[config.mk]
export PLATFORM = sky130hd
export DESIGN_NAME = grid_parity_codec
export DESIGN_NICKNAME = d
export VERILOG_FILES = /design/src/rtl/grid_parity_pkg.sv /design/src/rtl/grid_parity_gen.sv /design/src/rtl/grid_hit_counter.sv /design/src/rtl/grid_syndrome.sv /design/src/rtl/grid_bit_fixer.sv /design/src/rtl/grid_parity_codec.sv
export SDC_FILE = /design/constraint.sdc
export NUM_CORES = 1
export LEC_CHECK = 0
export BUFFER_PORTS_ARGS = -buffer_cell sky130_fd_sc_hd__buf_2
export CORE_UTILIZATION = 46
export CTS_BUF_LIST = sky130_fd_sc_hd__clkbuf_4
export DETAILED_ROUTE_END_ITERATION = 12
export PLACE_DENSITY = 0.85
export SYNTH_ARGS = -nofsm -noshare
export SYNTH_HDL_FRONTEND = slang
export SYNTH_SLANG_ARGS = --single-unit
[constraint.sdc]
create_clock -name clk -period 3.75 [get_ports clk]
set_clock_uncertainty 0.2 [all_clocks]
set_input_delay 0.375 -clock clk [delete_from_list [all_inputs] [get_ports clk]]
set_output_delay 0.375 -clock clk [all_outputs]
set_load 0.02 [all_outputs]
[src/rtl/grid_parity_pkg.sv]
package grid_parity_pkg;

  // Outcome of one decode, derived from the mismatch pattern.
  typedef enum logic [1:0] {
    SYN_CLEAN     = 2'd0,
    SYN_FIX_DATA  = 2'd1,
    SYN_FIX_CHECK = 2'd2,
    SYN_MULTI     = 2'd3
  } syn_class_e;

  // Saturating population count of a mismatch vector.
  typedef enum logic [1:0] {
    CNT_NONE = 2'd0,
    CNT_ONE  = 2'd1,
    CNT_MANY = 2'd2
  } hit_count_e;

  function automatic syn_class_e classify(input hit_count_e rows,
                                          input hit_count_e cols,
                                          input logic corner_hit);
    syn_class_e res;
    if (rows == CNT_NONE && cols == CNT_NONE)
      res = corner_hit ? SYN_FIX_CHECK : SYN_CLEAN;
    else if (rows == CNT_ONE && cols == CNT_ONE && corner_hit)
      res = SYN_FIX_DATA;
    else if (!corner_hit &&
             ((rows == CNT_ONE && cols == CNT_NONE) ||
              (rows == CNT_NONE && cols == CNT_ONE)))
      res = SYN_FIX_CHECK;
    else
      res = SYN_MULTI;
    return res;
  endfunction

endpackage

[src/rtl/grid_parity_gen.sv]
module grid_parity_gen #(
  parameter int ROWS = 4,
  parameter int COLS = 8,
  localparam int W = ROWS * COLS
) (
  input  logic [W-1:0]    data,
  output logic [ROWS-1:0] row_par,
  output logic [COLS-1:0] col_par,
  output logic            corner
);

  for (genvar r = 0; r < ROWS; r++) begin : g_row
    assign row_par[r] = ^data[r*COLS +: COLS];
  end

  for (genvar c = 0; c < COLS; c++) begin : g_col
    logic [ROWS-1:0] column_bits;
    for (genvar k = 0; k < ROWS; k++) begin : g_pick
      assign column_bits[k] = data[k*COLS + c];
    end
    assign col_par[c] = ^column_bits;
  end

  assign corner = ^data;

endmodule

[src/rtl/grid_hit_counter.sv]
module grid_hit_counter
  import grid_parity_pkg::*;
#(
  parameter int N = 4
) (
  input  logic [N-1:0] hits,
  output hit_count_e   cnt
);

  always_comb begin
    cnt = CNT_NONE;
    for (int i = 0; i < N; i++) begin
      if (hits[i]) cnt = (cnt == CNT_NONE) ? CNT_ONE : CNT_MANY;
    end
  end

endmodule

[src/rtl/grid_syndrome.sv]
module grid_syndrome
  import grid_parity_pkg::*;
#(
  parameter int ROWS = 4,
  parameter int COLS = 8,
  localparam int W = ROWS * COLS
) (
  input  logic [W-1:0]    rx_data,
  input  logic [ROWS-1:0] rx_row_par,
  input  logic [COLS-1:0] rx_col_par,
  input  logic            rx_corner,
  output logic [ROWS-1:0] row_hit,
  output logic [COLS-1:0] col_hit,
  output syn_class_e      cls
);

  logic [ROWS-1:0] calc_row;
  logic [COLS-1:0] calc_col;
  logic            calc_corner;
  logic            corner_hit;
  hit_count_e      row_cnt;
  hit_count_e      col_cnt;

  grid_parity_gen #(.ROWS(ROWS), .COLS(COLS)) u_recalc (
    .data    (rx_data),
    .row_par (calc_row),
    .col_par (calc_col),
    .corner  (calc_corner)
  );

  assign row_hit    = calc_row ^ rx_row_par;
  assign col_hit    = calc_col ^ rx_col_par;
  assign corner_hit = calc_corner ^ rx_corner;

  grid_hit_counter #(.N(ROWS)) u_row_cnt (.hits(row_hit), .cnt(row_cnt));
  grid_hit_counter #(.N(COLS)) u_col_cnt (.hits(col_hit), .cnt(col_cnt));

  assign cls = classify(row_cnt, col_cnt, corner_hit);

endmodule

[src/rtl/grid_bit_fixer.sv]
module grid_bit_fixer #(
  parameter int ROWS = 4,
  parameter int COLS = 8,
  localparam int W = ROWS * COLS
) (
  input  logic [W-1:0]    data_i,
  input  logic [ROWS-1:0] row_hit,
  input  logic [COLS-1:0] col_hit,
  input  logic            enable,
  output logic [W-1:0]    data_o
);

  for (genvar r = 0; r < ROWS; r++) begin : g_r
    for (genvar c = 0; c < COLS; c++) begin : g_c
      assign data_o[r*COLS + c] =
        data_i[r*COLS + c] ^ (enable & row_hit[r] & col_hit[c]);
    end
  end

endmodule

[src/rtl/grid_parity_codec.sv]
module grid_parity_codec
  import grid_parity_pkg::*;
#(
  parameter int ROWS = 4,
  parameter int COLS = 8,
  localparam int W = ROWS * COLS
) (
  input  logic            clk,
  input  logic            rst,
  input  logic            enc_valid_i,
  input  logic [W-1:0]    enc_data_i,
  output logic            enc_valid_o,
  output logic [ROWS-1:0] enc_row_par_o,
  output logic [COLS-1:0] enc_col_par_o,
  output logic            enc_corner_o,
  input  logic            dec_valid_i,
  input  logic [W-1:0]    dec_data_i,
  input  logic [ROWS-1:0] dec_row_par_i,
  input  logic [COLS-1:0] dec_col_par_i,
  input  logic            dec_corner_i,
  output logic            dec_valid_o,
  output logic [W-1:0]    dec_data_o,
  output logic            err_detected_o,
  output logic            corrected_o,
  output logic            uncorrectable_o
);

  // ---------------- encoder ----------------
  logic [ROWS-1:0] enc_row_c;
  logic [COLS-1:0] enc_col_c;
  logic            enc_corner_c;

  grid_parity_gen #(.ROWS(ROWS), .COLS(COLS)) u_enc (
    .data    (enc_data_i),
    .row_par (enc_row_c),
    .col_par (enc_col_c),
    .corner  (enc_corner_c)
  );

  always_ff @(posedge clk) begin
    if (rst) enc_valid_o <= 1'b0;
    else     enc_valid_o <= enc_valid_i;
  end

  always_ff @(posedge clk) begin
    if (enc_valid_i) begin
      enc_row_par_o <= enc_row_c;
      enc_col_par_o <= enc_col_c;
      enc_corner_o  <= enc_corner_c;
    end
  end

  // The separately built corner must agree with both parity vectors.
  p_corner_agrees_r3: assert property (@(posedge clk) disable iff (rst)
    enc_valid_o |-> ((^enc_row_par_o) == enc_corner_o) &&
                    ((^enc_col_par_o) == enc_corner_o));

  p_enc_latency_r4: assert property (@(posedge clk) disable iff (rst)
    enc_valid_i |=> enc_valid_o);

  p_enc_idle_r4: assert property (@(posedge clk) disable iff (rst)
    !enc_valid_i |=> !enc_valid_o);

  // ---------------- decoder ----------------
  logic [ROWS-1:0] row_hit;
  logic [COLS-1:0] col_hit;
  syn_class_e      cls;
  logic [W-1:0]    fixed_data;

  grid_syndrome #(.ROWS(ROWS), .COLS(COLS)) u_syn (
    .rx_data    (dec_data_i),
    .rx_row_par (dec_row_par_i),
    .rx_col_par (dec_col_par_i),
    .rx_corner  (dec_corner_i),
    .row_hit    (row_hit),
    .col_hit    (col_hit),
    .cls        (cls)
  );

  grid_bit_fixer #(.ROWS(ROWS), .COLS(COLS)) u_fix (
    .data_i  (dec_data_i),
    .row_hit (row_hit),
    .col_hit (col_hit),
    .enable  (cls == SYN_FIX_DATA),
    .data_o  (fixed_data)
  );

  // A data repair inverts exactly one bit of the received word.
  p_one_bit_repair_r6: assert property (@(posedge clk) disable iff (rst)
    (dec_valid_i && cls == SYN_FIX_DATA) |->
      ($countones(fixed_data ^ dec_data_i) == 1));

  always_ff @(posedge clk) begin
    if (rst) begin
      dec_valid_o     <= 1'b0;
      err_detected_o  <= 1'b0;
      corrected_o     <= 1'b0;
      uncorrectable_o <= 1'b0;
    end else begin
      dec_valid_o <= dec_valid_i;
      if (dec_valid_i) begin
        err_detected_o  <= (cls != SYN_CLEAN);
        corrected_o     <= (cls == SYN_FIX_DATA) || (cls == SYN_FIX_CHECK);
        uncorrectable_o <= (cls == SYN_MULTI);
      end
    end
  end

  always_ff @(posedge clk) begin
    if (dec_valid_i) dec_data_o <= fixed_data;
  end

  p_dec_latency_r4: assert property (@(posedge clk) disable iff (rst)
    dec_valid_i |=> dec_valid_o);

  p_dec_idle_r4: assert property (@(posedge clk) disable iff (rst)
    !dec_valid_i |=> !dec_valid_o);

  p_multi_passthru_r8: assert property (@(posedge clk) disable iff (rst)
    (dec_valid_i && cls == SYN_MULTI) |=>
      (dec_data_o == $past(dec_data_i)) && uncorrectable_o && !corrected_o);

  p_flags_exclusive_r9: assert property (@(posedge clk) disable iff (rst)
    !(corrected_o && uncorrectable_o));

  p_flags_imply_err_r9: assert property (@(posedge clk) disable iff (rst)
    err_detected_o == (corrected_o || uncorrectable_o));

  p_reset_quiet_r10: assert property (@(posedge clk)
    rst |=> !enc_valid_o && !dec_valid_o && !err_detected_o &&
            !corrected_o && !uncorrectable_o);

endmodule

==> results of run 1 <==
==> worst max-delay path by stage <==
stage / end / cells after the start / start / slack, ps
after global placement: dec_data_o[26] / 16 / dec_data_i[1] / -60
final: dec_data_o[5] / 17 / dec_data_i[1] / 160
after detailed placement: dec_data_o[26] / 16 / dec_data_i[1] / -210
after floorplan: dec_data_o[7] / 14 / dec_data_i[1] / 7
after CTS: dec_data_o[26] / 16 / dec_data_i[1] / 170
after global routing: dec_data_o[23] / 16 / dec_data_i[1] / 7
==> power breakdown <==
part / leakage (nW) / internal (W) / switching [W]
clock network: 0.0419 / 0.000148 / 0.000170
registers: 0.482 / 0.000700 / 0.0000166
logic: 1.37 / 0.000481 / 0.000532
total: 1.89 / 0.00133 / 0.000719
==> stage by stage <==
step	cells	hold WS, ps
floorplan	293	247
global placement	539	271
detailed placement	539	284
CTS	547	10.5
global route	547	7.85
finish	547	31.1
==> cell type report <==
class / instances / area, µm²
clock buffer: 6 / 45.0
clock inverter: 2 / 37.5
fill: 600 / 2780
inverter: 4 / 15.0
multi-input combinational: 233 / 2010
sequential: 50 / 1450
tap: 99 / 124
timing repair buffer: 153 / 836
==> cells by family after synthesis <==
| logic type | share of synthesized area |
|---|---|
| xor gates and xnor gates | 0.424 |
| and+or+nand+nor | 0.0773 |
| DFF | 0.415 |
| AOI/OAI and AO/OA | 0.0372 |
| buffers and inverters | 0.0114 |
| adders and majority gates | 0.0215 |
| muxes | 0.0132 |
==> worst max-delay path, delay by kind of cell <==
kind          cells  cell delay (ps)
simple gates      5              790
mux               1              290
fa+ha+maj         2              500
buf+inv           4              550
xor+xnor          5             1010
==> flip-flops by register name, summed over array words and instances (netlist names) <==
signal           count
enc_col_par_o        8
corrected_o          1
dec_valid_o          1
enc_corner_o         1
enc_row_par_o        4
enc_valid_o          1
uncorrectable_o      1
dec_data_o          32
err_detected_o       1
==> layer usage <==
metal | share of wire | routed length (µm) | global-route usage
met3 | 0.079 | 581 | 0.0554
met5 | 0 | 0 | 0
met1 | 0.39 | 2840 | 0.203
met4 | 0.010 | 77 | 0.0505
met2 | 0.52 | 3840 | 0.371
==> cells in the final DEF, fill, tap and decap left out, types with 3 or more instances in the layout <==
master | netlist | final
a211oi_1 | 3 | 3
dfxtp_1 | 5 | 5
xnor2_1 | 110 | 110
buf_4 | 0 | 22
edfxtp_1 | 45 | 45
xor2_1 | 27 | 27
nor2_1 | 6 | 6
nor3_1 | 3 | 3
inv_1 | 4 | 4
xnor3_1 | 6 | 6
buf_2 | 2 | 130
and2_1 | 4 | 3
clkbuf_4 | 0 | 6
ha_1 | 6 | 6
nand2_1 | 35 | 35
==> out/qor.txt, run 1 <==
Most used cell, CP -> xnor2_1
Dpl cell area -> 4430 µm²
Post-CTS sizing -> 0
RR Startpoint -> err_detected_o
RSZ-0062 raised after global routing -> no
Post-CTS Setup Bufs -> 0
Final period utilization -> 0.957
Global-route wire length before repair -> 11500 µm
Post-synth top area share -> 0.386
Die area -> 7950 µm²
Vias in the first global route -> 2593
Chain of cells forming the critical path -> buf_2, buf_4, xnor2_1, xnor2_1, xnor2_1, xor2_1, ha_1, nor3_1, buf_4, nor3_1, mux2_4, and2_4, ha_1, and2_1, buf_12, nand2_1, xnor2_1
TNS Setup -> 0 ps
Post-Syn Area -> 3500 µm²
Core ar. -> 7290 µm²
Worst R2R Setup Slack -> 2860 ps
Slew headroom -> 0.448
PortBufs -> 130
Worst setup margin -> 161 ps
Number of diodes -> 0
TritonCTS clock tree -> yes
Number of synthesized flops with an enable pin -> 45
Yosys reg bits -> 50
Prevailing post-synth register cell -> edfxtp_1
Reg2reg path depth -> 2
Die Y -> 89.2 µm
Final instance area -> 4520 µm²
CTS clock-pin slew for the worst setup and hold paths -> 150 ps
Status -> finished, final reports clean
Clk sinks -> 50
Tot Pwr -> 0.00205 W
DRC Markers -> 0
Row cnt -> 31
Syn. warnings -> 0
CTS root buf -> clkbuf_4
H-tree Lvls -> 2
Worst VDD drop -> 193 µV
Gr usage total -> 0.192
Final core occ -> 0.619
CP required -> 3690 ps
Worst r2r dst -> err_detected_o
Worst Hold Depth -> 2
Worst Path Max Fanout -> 7
Crit path DAT -> 3530 ps
Async set or reset register ratio after synthesis -> 0
Max stage delay on crit path -> 300 ps
Nets@finish -> 534
Power Dens Cells -> 453 nW/µm²
Synth Instances -> 293
Worst Setup End Kind -> flip-flop
GP Congestion -> 0.799
Dpl ws -> -209 ps
Max Freq -> 279 MHz
Vias/cell -> 4.81
Fin. max-slew vios -> 0
Seq/Total Area, Yosys -> 0.415
First drt pass iteration count -> 4
Post-synth top area cell -> edfxtp_1
Drt total wl -> 7350 µm
Worst-Skew Late Latency -> 350 ps
Worst-Margin Slew -> 828 ps
Via count -> 2630
CP startpoint kind -> input pin
Detailed placer's ending HPWL -> 6160 µm
Most common cell in the netlist -> xnor2_1
Layout cells sized above 1 -> 0.395
CTS Buf Count -> 5
Initial antenna violation count -> 0
Die X -> 89.2 µm
Final min period -> 3590 ps
Post-Syn Area per Cell -> 11.9 µm²
HP Start -> rst
Final Setup Violations -> 0
Crit Path Class -> input pin to flip-flop
Area Growth Syn to Fin -> 29.1%
Worst Hold Path EP -> err_detected_o
Cts hold-fix bufs -> 0
Synth area leaders -> edfxtp_1 39%, xnor2_1 28%, xor2_1 6.8%, xnor3_1 3.9%, nand2_1 3.8%
HP Class -> input pin to flip-flop
Final Hold Viols -> 0
WL/cell -> 13.4 µm
Total gr overflow -> 0
Distinct cell type count after synthesis -> 42
IO Pins -> 131
Max_cap viols -> 0
Syn_nets -> 380
DRC violation total after the first TritonRoute iteration -> 107
Clock tree buffer depth -> 2
Leak Pwr -> 1.89 nW
Initial Util -> 0.480
Synth top cells by count -> 110 x xnor2_1, 45 x edfxtp_1, 35 x nand2_1, 27 x xor2_1
Slowest CP cell -> xnor2_1
Post-route ant nets -> 0
Maximum number of pins on one net before global-route repair -> 39
Power figures use the tool's default switching activity.
==> run 2: changes to the inputs <==
--- a/config.mk
+++ b/config.mk
@@ -6,10 +6,13 @@
 export NUM_CORES = 1
 export LEC_CHECK = 0
 export BUFFER_PORTS_ARGS = -buffer_cell sky130_fd_sc_hd__buf_2
-export CORE_UTILIZATION = 46
+export CELL_PAD_IN_SITES_DETAIL_PLACEMENT = 1
+export CELL_PAD_IN_SITES_GLOBAL_PLACEMENT = 1
+export CORE_UTILIZATION = 36
 export CTS_BUF_LIST = sky130_fd_sc_hd__clkbuf_4
+export CTS_CLUSTER_DIAMETER = 30
 export DETAILED_ROUTE_END_ITERATION = 12
-export PLACE_DENSITY = 0.85
+export PLACE_DENSITY = 0.87
 export SYNTH_ARGS = -nofsm -noshare
 export SYNTH_HDL_FRONTEND = slang
 export SYNTH_SLANG_ARGS = --single-unit
==> run 2 against run 1 <==
Against the previous run: critical path depth is the same; setup slack gained 23 ps; sequential power is essentially flat; final cell count grew 7.9%.
==> out/qor.txt, run 2 (synthesis gave the netlist of run 1 again) <==
Power Dens Cells -> 470 nW/µm²
DRC Markers -> 0
Largest regs -> dec_data_o x32, enc_col_par_o x8, enc_row_par_o x4
Worst VDD drop -> 175 µV
Final hold slack -> 39.3 ps
Final min period -> 3570 ps
TNS Setup -> 0 ps
Worst-Skew Late Latency -> 360 ps
Fillers -> 1064
Row cnt -> 35
Dpl ws -> -374 ps
Max Freq -> 280 MHz
Final Setup Violations -> 0
Die Y -> 101 µm
Reg with most FFs -> dec_data_o
Worst-Margin Slew -> 891 ps
CTS root buf -> clkbuf_4
CTS Buf Count -> 5
Worst Setup End Kind -> flip-flop
CP required -> 3710 ps
Core ar. -> 9330 µm²
Most frequent cells in the layout -> 130 x buf_2, 109 x xnor2_1, 45 x edfxtp_1
Vias/cell -> 4.67
Die area -> 10100 µm²
Leak Pwr -> 1.98 nW
Reg2reg path depth -> 2
Initial antenna violation count -> 0
GP Congestion -> 0.745
Area Growth Syn to Fin -> 35.2%
Critical Path End -> dec_data_o[15]
CP startpoint kind -> input pin
First drt pass iteration count -> 4
PortBufs -> 130
Final Hold Viols -> 0
Fin. max-slew vios -> 0
IO Pins -> 131
WL/cell -> 16.0 µm
Crit Path Class -> input pin to flip-flop
Nets@finish -> 547
CTS clock-pin slew for the worst setup and hold paths -> 160 ps
Crit path launch -> dec_data_i[1]
H-tree Lvls -> 2
Worst setup margin -> 184 ps
Clock tree buffer depth -> 2
Max_cap viols -> 0
Crit path DAT -> 3520 ps
Worst r2r dst -> corrected_o
Slew headroom -> 0.406
HP Class -> input pin to flip-flop
Cts hold-fix bufs -> 0
RSZ-0062 raised after global routing -> no
DRC violation total after the first TritonRoute iteration -> 55
Worst R2R Setup Slack -> 2870 ps
Status -> finished, final reports clean
Total gr overflow -> 0
Most common cell after layout, fill and taps aside -> buf_2
Detailed placer's ending HPWL -> 7930 µm
Number of diodes -> 0
Final period utilization -> 0.951
Via count -> 2757
Layout cells sized above 1 -> 0.419
Drt total wl -> 9440 µm
Clk sinks -> 50
Global-route wire length before repair -> 14900 µm
Initial Util -> 0.375
Gr usage total -> 0.192
TritonCTS clock tree -> yes
Post-route ant nets -> 0
Worst Path Max Fanout -> 8
RR Startpoint -> corrected_o
Maximum number of pins on one net before global-route repair -> 39
Max reg flops -> 32
Die X -> 101 µm
Vias in the first global route -> 3022
Post-CTS Setup Bufs -> 0
[run 2: stage by stage]
stage	cells	total power, W	area [µm²]	util
after floorplan	293	0.00141	3500	-
after global placement	582	0.00176	4590	0.492
after detailed placement	582	0.00182	4590	0.492
after CTS	590	0.00221	4690	0.503
after global routing	590	0.00235	4730	0.507
final	590	0.00222	4730	0.507
[run 2: routing by layer]
metal  wire, µm  GRT usage
met5          0          0
met4        169     0.0435
met3        784     0.0534
met2       4950      0.375
met1       3540      0.201
[run 2: power by group]
| group | switching (W) | leakage [nW] | internal [W] | total (W) |
|---|---|---|---|---|
| Sequential | 0.0000184 | 0.482 | 0.000700 | 0.000719 |
| Clock | 0.000192 | 0.0528 | 0.000206 | 0.000397 |
| Combinational | 0.000584 | 1.45 | 0.000521 | 0.00110 |
| Total | 0.000794 | 1.98 | 0.00143 | 0.00222 |
[run 2: how the worst min path moves through the flow]
stage / from / to / slack (ps) / depth (start not counted)
final: rst / enc_valid_o / 40 / 2
after global routing: rst / enc_valid_o / 20 / 2
after CTS: rst / enc_valid_o / 20 / 2
after detailed placement: err_detected_o / err_detected_o / 290 / 2
after global placement: err_detected_o / err_detected_o / 270 / 2
after floorplan: rst / dec_valid_o / 250 / 1
[run 2: what timing repair did]
| action | CTS | global route |
|---|---|---|
| setup endpoints to repair | 0 | 32 |
| resized for setup | 0 | 5 |
| endpoints found under the hold margin | 0 | 0 |
[run 2: cell type report]
type                            instances  area (µm²)  area share
Multi-Input combinational cell        233        2040       0.431
Sequential cell                        50        1450       0.307
Timing Repair Buffer                  166         958       0.203
Tap cell                              129         161      0.0341
Clock inverter                          3        63.8      0.0135
Clock buffer                            5        37.5     0.00794
Inverter                                4        15.0     0.00318
[run 2: worst max-delay path: stages]
cell and delay (ps):
buf_2 110, buf_4 130, xnor2_1 130, xnor2_1 270, xnor2_1 190, xor2_1 340
ha_1 320, nor3_2 260, or2_2 160, mux2i_1 60, mux2_4 270, and2_4 160
ha_1 210, and2_1 180, buf_12 140, nand2_1 110, xnor2_1 80
